### src/rtl/ipi_disp_pkg.sv
package ipi_disp_pkg;
  localparam int CMD_W  = 64;
  localparam int CORE_W = 10;
  localparam int ADDR_W = 16;
  localparam int DATA_W = 32;
  localparam int LANES  = DATA_W / 8;

  localparam logic [ADDR_W-1:0] SET_REG_ADDR = 16'h1008;
  localparam logic [ADDR_W-1:0] MBOX_BASE    = 16'h1020;

  typedef enum logic [1:0] {
    KIND_VEC  = 2'd0,
    KIND_MBOX = 2'd1,
    KIND_ANY  = 2'd2,
    KIND_RSVD = 2'd3
  } cmd_kind_e;

  typedef enum logic [1:0] {
    ST_IDLE  = 2'd0,
    ST_READ  = 2'd1,
    ST_WAIT  = 2'd2,
    ST_WRITE = 2'd3
  } disp_state_e;

  typedef struct packed {
    logic [CORE_W-1:0] core;
    logic [ADDR_W-1:0] addr;
    logic [LANES-1:0]  keep;
    logic [DATA_W-1:0] payload;
    logic              is_vec;
  } disp_req_t;

  // One-hot word raising the given interrupt vector
  function automatic logic [DATA_W-1:0] vec_onehot(input logic [4:0] vec);
    return DATA_W'(1) << vec;
  endfunction

  // Word-aligned mailbox slot address
  function automatic logic [ADDR_W-1:0] mbox_addr(input logic [2:0] slot);
    return MBOX_BASE + ADDR_W'({slot, 2'b00});
  endfunction
endpackage

### src/rtl/ipi_cmd_decode.sv
module ipi_cmd_decode
  import ipi_disp_pkg::*;
#(
  parameter int NUM_CORES = 4
) (
  input  logic [CMD_W-1:0] word,
  input  logic [1:0]       kind,
  input  logic             is64,
  output disp_req_t        req,
  output logic             legal
);
  logic unused_bits;
  assign unused_bits = ^{word[31], word[26]};

  always_comb begin
    req         = '0;
    req.core    = word[25:16];
    req.payload = word[63:32];
    req.keep    = word[30:27];
    legal       = int'(word[25:16]) < NUM_CORES;
    case (cmd_kind_e'(kind))
      KIND_VEC: begin
        req.addr    = SET_REG_ADDR;
        req.payload = vec_onehot(word[4:0]);
        req.keep    = '0;
        req.is_vec  = 1'b1;
      end
      KIND_MBOX: begin
        req.addr = mbox_addr(word[4:2]);
        legal    = legal && is64;
      end
      KIND_ANY: begin
        req.addr = word[15:0];
        legal    = legal && is64;
      end
      default: legal = 1'b0;
    endcase
  end
endmodule

### src/rtl/ipi_byte_merge.sv
module ipi_byte_merge
  import ipi_disp_pkg::*;
(
  input  logic [DATA_W-1:0] old_word,
  input  logic [DATA_W-1:0] new_word,
  input  logic [LANES-1:0]  keep,
  output logic [DATA_W-1:0] merged
);
  for (genvar g = 0; g < LANES; g++) begin : g_lane
    assign merged[8*g +: 8] = keep[g] ? old_word[8*g +: 8] : new_word[8*g +: 8];
  end
endmodule

### src/rtl/ipi_send_dispatch.sv
module ipi_send_dispatch
  import ipi_disp_pkg::*;
#(
  parameter int NUM_CORES = 4
) (
  input  logic              clk,
  input  logic              rst_n,
  input  logic              cmd_valid,
  output logic              cmd_ready,
  input  logic [CMD_W-1:0]  cmd_word,
  input  logic [1:0]        cmd_kind,
  input  logic              cmd_is64,
  output logic [CORE_W-1:0] m_core,
  output logic [ADDR_W-1:0] m_addr,
  output logic              m_rd,
  output logic              m_wr,
  output logic [DATA_W-1:0] m_wdata,
  input  logic [DATA_W-1:0] m_rdata,
  input  logic              m_rvalid
);
  disp_state_e       st;
  disp_req_t         dec_req;
  logic              dec_legal;
  logic [LANES-1:0]  r_keep;
  logic [DATA_W-1:0] r_wdata;
  logic [DATA_W-1:0] merged;
  logic              r_vec;

  // Named events for the checker
  logic accept_evt;
  logic drop_evt;
  logic vec_wr;

  ipi_cmd_decode #(.NUM_CORES(NUM_CORES)) u_dec (
    .word  (cmd_word),
    .kind  (cmd_kind),
    .is64  (cmd_is64),
    .req   (dec_req),
    .legal (dec_legal)
  );

  ipi_byte_merge u_merge (
    .old_word (m_rdata),
    .new_word (r_wdata),
    .keep     (r_keep),
    .merged   (merged)
  );

  assign cmd_ready  = (st == ST_IDLE);
  assign accept_evt = cmd_valid && cmd_ready;
  assign drop_evt   = accept_evt && !dec_legal;
  assign m_rd       = (st == ST_READ);
  assign m_wr       = (st == ST_WRITE);
  assign m_wdata    = r_wdata;
  assign vec_wr     = m_wr && r_vec;

  always_ff @(posedge clk or negedge rst_n) begin
    if (!rst_n) begin
      st      <= ST_IDLE;
      m_core  <= '0;
      m_addr  <= '0;
      r_keep  <= '0;
      r_wdata <= '0;
      r_vec   <= 1'b0;
    end else begin
      case (st)
        ST_IDLE: if (accept_evt && dec_legal) begin
          m_core  <= dec_req.core;
          m_addr  <= dec_req.addr;
          r_keep  <= dec_req.keep;
          r_wdata <= dec_req.payload;
          r_vec   <= dec_req.is_vec;
          st      <= (dec_req.keep != '0) ? ST_READ : ST_WRITE;
        end
        ST_READ:  st <= ST_WAIT;
        ST_WAIT:  if (m_rvalid) begin
          r_wdata <= merged;
          st      <= ST_WRITE;
        end
        ST_WRITE: st <= ST_IDLE;
        default:  st <= ST_IDLE;
      endcase
    end
  end
endmodule

### config.mk
export PLATFORM = sky130hd
export DESIGN_NAME = ipi_send_dispatch
export DESIGN_NICKNAME = d
export VERILOG_FILES = /design/src/rtl/ipi_disp_pkg.sv /design/src/rtl/ipi_cmd_decode.sv /design/src/rtl/ipi_byte_merge.sv /design/src/rtl/ipi_send_dispatch.sv
export SDC_FILE = /design/constraint.sdc
export NUM_CORES = 1
export LEC_CHECK = 0
export ABC_AREA = 1
export BUFFER_PORTS_ARGS = -buffer_cell sky130_fd_sc_hd__buf_2
export CORE_ASPECT_RATIO = 1.75
export CORE_MARGIN = 1.5
export CORE_UTILIZATION = 45
export DETAILED_ROUTE_END_ITERATION = 16
export PLACE_DENSITY = 0.88
export REMOVE_ABC_BUFFERS = 1
export SYNTH_ARGS = -nofsm -noshare
export SYNTH_HDL_FRONTEND = slang
export SYNTH_SLANG_ARGS = --single-unit
### constraint.sdc
create_clock -name clk -period 2.88 [get_ports clk]
set_input_delay 0.432 -clock clk [delete_from_list [all_inputs] [get_ports clk]]
set_output_delay 0.432 -clock clk [all_outputs]
set_load 0.01 [all_outputs]
==> tab_implementation.tex <==
\begin{tabular}{lr}
\hline
Metric & Value \\
\hline
\multicolumn{2}{l}{\textbf{Status}} \\
Outcome & completed \\
\multicolumn{2}{l}{\textbf{Layout}} \\
Area growth from synthesis to final layout & 32.60\% \\
Area occupied by multi-input gates & 0.001645 mm\^{}2 \\
Antenna Cells & 0 \\
Layout Nets & 744 \\
Post-layout instance area & 0.004601 mm\^{}2 \\
Fin cells & 724 \\
Sequential cell area & 0.001602 mm\^{}2 \\
Number of fillers in the final layout & 686 \\
Share of cells above drive strength 1 & 29.56\% \\
\multicolumn{2}{l}{\textbf{Global route}} \\
Total routing usage reported by global routing & 26.38\% \\
GRT overflow & 0 \\
Maximum number of pins on one net before global-route repair & 37 \\
Number of antenna violations at the first check in global routing & 0 \\
Via count of the first global-routing pass & 3744 \\
First-pass GRT wire length & 17180 um \\
\multicolumn{2}{l}{\textbf{Synth}} \\
Cell area after synthesis & 0.003470 mm\^{}2 \\
EDFF count, synth & 0 \\
Count of distinct cell types in the synthesized netlist & 20 \\
Mean instance size in the synthesized netlist & 7.274 um\^{}2 \\
Number of flip-flops and latches in the synthesized netlist & 64 \\
Xor-xnor portion of the synthesized cell area & 0\% \\
Post-synthesis mux area share & 0\% \\
Share of synthesized area occupied by flip-flops and latches & 46.16\% \\
Commonest register cell after synthesis & dfrtp\_1 \\
Share of synthesized registers carrying an async set or reset & 100.0\% \\
Synthesized-area fraction occupied by and/or/nand/nor cells & 30.98\% \\
Largest family of logic cells by synthesized area & simple AND/OR/NAND/NOR gates \\
Commonest cells in the netlist & nand2\_1 (139), a21oi\_1 (67), dfrtp\_1 (64), nor2\_1 (61), nand3\_1 (51) \\
Cell types with the largest area share after synthesis & dfrtp\_1 (46\%), nand2\_1 (15\%), a21oi\_1 (9.7\%) \\
Yosys warns & 0 \\
Share of the synthesized area in the top cell type & 46.16\% \\
Cell type contributing the most total cell area after synthesis & dfrtp\_1 \\
Synth Area in Compound Gates & 13.56\% \\
Post-synthesis adder-cell area fraction & 2.885\% \\
Post-synthesis instance total & 477 \\
Most common cell in the netlist & nand2\_1 \\
\multicolumn{2}{l}{\textbf{STA}} \\
RSZ-0062 raised after global routing & false \\
Max-slew headroom at the worst pin & 61.01\% \\
Number of hold-slack violations in the final timing report & 0 \\
Max Transition Viols Final & 0 \\
Worst-Margin Slew & 0.5842 ns \\
Final number of setup-violating endpoints & 0 \\
Accumulated negative setup slack & 0 ns \\
Final period util & 84.86\% \\
F\_max & 409.2 MHz \\
Min Tclk post-route & 2.444 ns \\
Clock skew & 0.004163 ns \\
\multicolumn{2}{l}{\textbf{Worst setup path}} \\
Capturing element type of the critical path & flop \\
Peak fanout along the critical path & 25 \\
Req. time, crit path & 3.10 ns \\
Launching element type of the critical path & flop \\
Type of the worst setup path & reg2reg \\
Worst Path Arrival & 2.66 ns \\
\multicolumn{2}{l}{\textbf{CTS}} \\
Clock sinks & 64 \\
Clock latency reported for the late side of the worst-skew pair & 0.33 ns \\
Maximum root-to-sink buffer count & 2 \\
Setup Fix Bufs, Post-CTS & 0 \\
Count of hold buffers inserted by post-cts repair & 1 \\
CTS Buf Count & 9 \\
Post-CTS Resized & 0 \\
Clock-pin slew reported for the worst setup and hold paths after clock tree synthesis & 0.05 ns \\
CTS tree & done \\
Maximum level of the CTS H-tree & 3 \\
Clock tree root driver cell & clkbuf\_16 \\
\multicolumn{2}{l}{\textbf{Power and ir drop}} \\
Maximum VDD drop & 0.0004925 V \\
Lkg Pwr & 2.544 nW \\
Power density over the cells & 850.9 mW/mm\^{}2 \\
\multicolumn{2}{l}{\textbf{Route}} \\
Overall routed net length & 10660 um \\
Post-route ant nets & 0 \\
First-pass iteration count of the detailed router & 5 \\
Vias & 3833 \\
Per-cell routed wire length & 14.73 um \\
DRC violation count after routing & 0 \\
Number of violations reported at the end of detailed-routing iteration 0 & 237 \\
Via density & 5.294 \\
\multicolumn{2}{l}{\textbf{Floorplanning}} \\
I/O pins & 164 \\
Die extent in x & 69.38 um \\
Vert. Die Dim & 119.2 um \\
Die ar. & 0.008267 mm\^{}2 \\
Initial core utilization & 46.17\% \\
Standard-cell rows & 42 \\
Area inside the core boundary & 0.007515 mm\^{}2 \\
\multicolumn{2}{l}{\textbf{Placed design}} \\
Count of buffers from port buffering & 161 \\
Final GP Congestion & 0.9044 \\
\# placed instances & 709 \\
Dpl cell area & 0.004329 mm\^{}2 \\
Detailed Place HPWL & 7980 um \\
\multicolumn{2}{l}{\textbf{Run}} \\
Max-Cap Viols & 0 \\
\multicolumn{2}{l}{\textbf{Min path}} \\
Min-delay worst type & in2reg \\
\hline
\end{tabular}
[power by group]
group	internal (mW)	switching, mW	total, mW
combinational	0.605	1.08	1.68
clock	0.589	0.371	0.961
sequential	1.14	0.133	1.27
total	2.33	1.58	3.91
[metrics by stage]
| step | setup WS, ns | hold WS [ns] | total power [mW] | utilization [%] |
|---|---|---|---|---|
| global placement | 0.5129 | 0.2262 | 2.896 | 57.61 |
| floorplan | 0.1866 | 0.1364 | 2.290 | - |
| detailed placement | 0.4392 | 0.2247 | 2.953 | 57.61 |
| CTS | 0.4321 | 0.2923 | 3.923 | 61.22 |
| finish | 0.4359 | 0.2954 | 3.915 | 61.22 |
| global route | 0.1918 | 0.3144 | 4.212 | 61.22 |
[cells in the final DEF, fill, tap and decap left out, types with 3 or more instances in the layout]
master     instances
a21oi_1           67
buf_2            161
buf_4              6
clkbuf_16          9
clkinv_2           3
dfrtp_1           64
ha_1               8
inv_1             25
nand2_1          139
nand3_1           51
nand4_1            9
nor2_1            61
o21ai_0           21
[flip-flops by register name, summed over array words and instances, names as in the netlist]
signal and cells:
m_wdata 32, m_addr 16, m_core 10, r_keep 4
st 2
[critical path, stage by stage, from the launching register on]
cell and delay (ns):
dfrtp_1 0.40, inv_1 0.11, ha_1 0.46, inv_2 0.21
buf_4 0.27, o21ai_2 0.37, nand3_1 0.31, nand2_1 0.14
nand2_1 0.06
[metal layers]
layer	global-route usage [%]	share of wire (%)	vias to the layer above
met3	4.822	6.6	40
met4	16.30	4.5	0
li1	-	-	1867
met1	29.06	37	1740
met5	0	0	-
met2	46.15	52	186
[path summary, 6_finish.rpt]
check | from | end | slack, ns | cells after the start
worst min register to register | m_wdata[0] | m_wdata[0] | 0.47 | 2
worst min-delay path | cmd_word[17] | m_core[1] | 0.30 | 3
max in group asynchronous | rst_n | m_core[0] | 1.82 | 3
worst max register to register | st[0] | m_wdata[22] | 0.44 | 8
worst max-delay path | st[0] | m_wdata[22] | 0.44 | 8
min in group asynchronous | rst_n | m_wdata[24] | 0.42 | 2
[final cells by class]
| cell class | instances | share of cell area [%] |
|---|---|---|
| Inverter | 27 | 2.203 |
| Clock inverter | 4 | 0.4895 |
| Timing Repair Buffer | 169 | 19.15 |
| Clock buffer | 10 | 5.194 |
| Sequential cell | 64 | 34.81 |
| Tap cell | 88 | 2.393 |
| Multi-Input combinational cell | 362 | 35.76 |
[logic make-up (layout without fill, tap and decap cells)]
logic type / Yosys count / in the layout
AND/OR/NAND/NOR: 262 / 262
buffers and inverters: 51 / 210
flip-flops: 64 / 64
adder cells (fa/ha/maj): 8 / 8
AO/OA/AOI/OAI: 92 / 92
(Power assumes the default switching activity.)
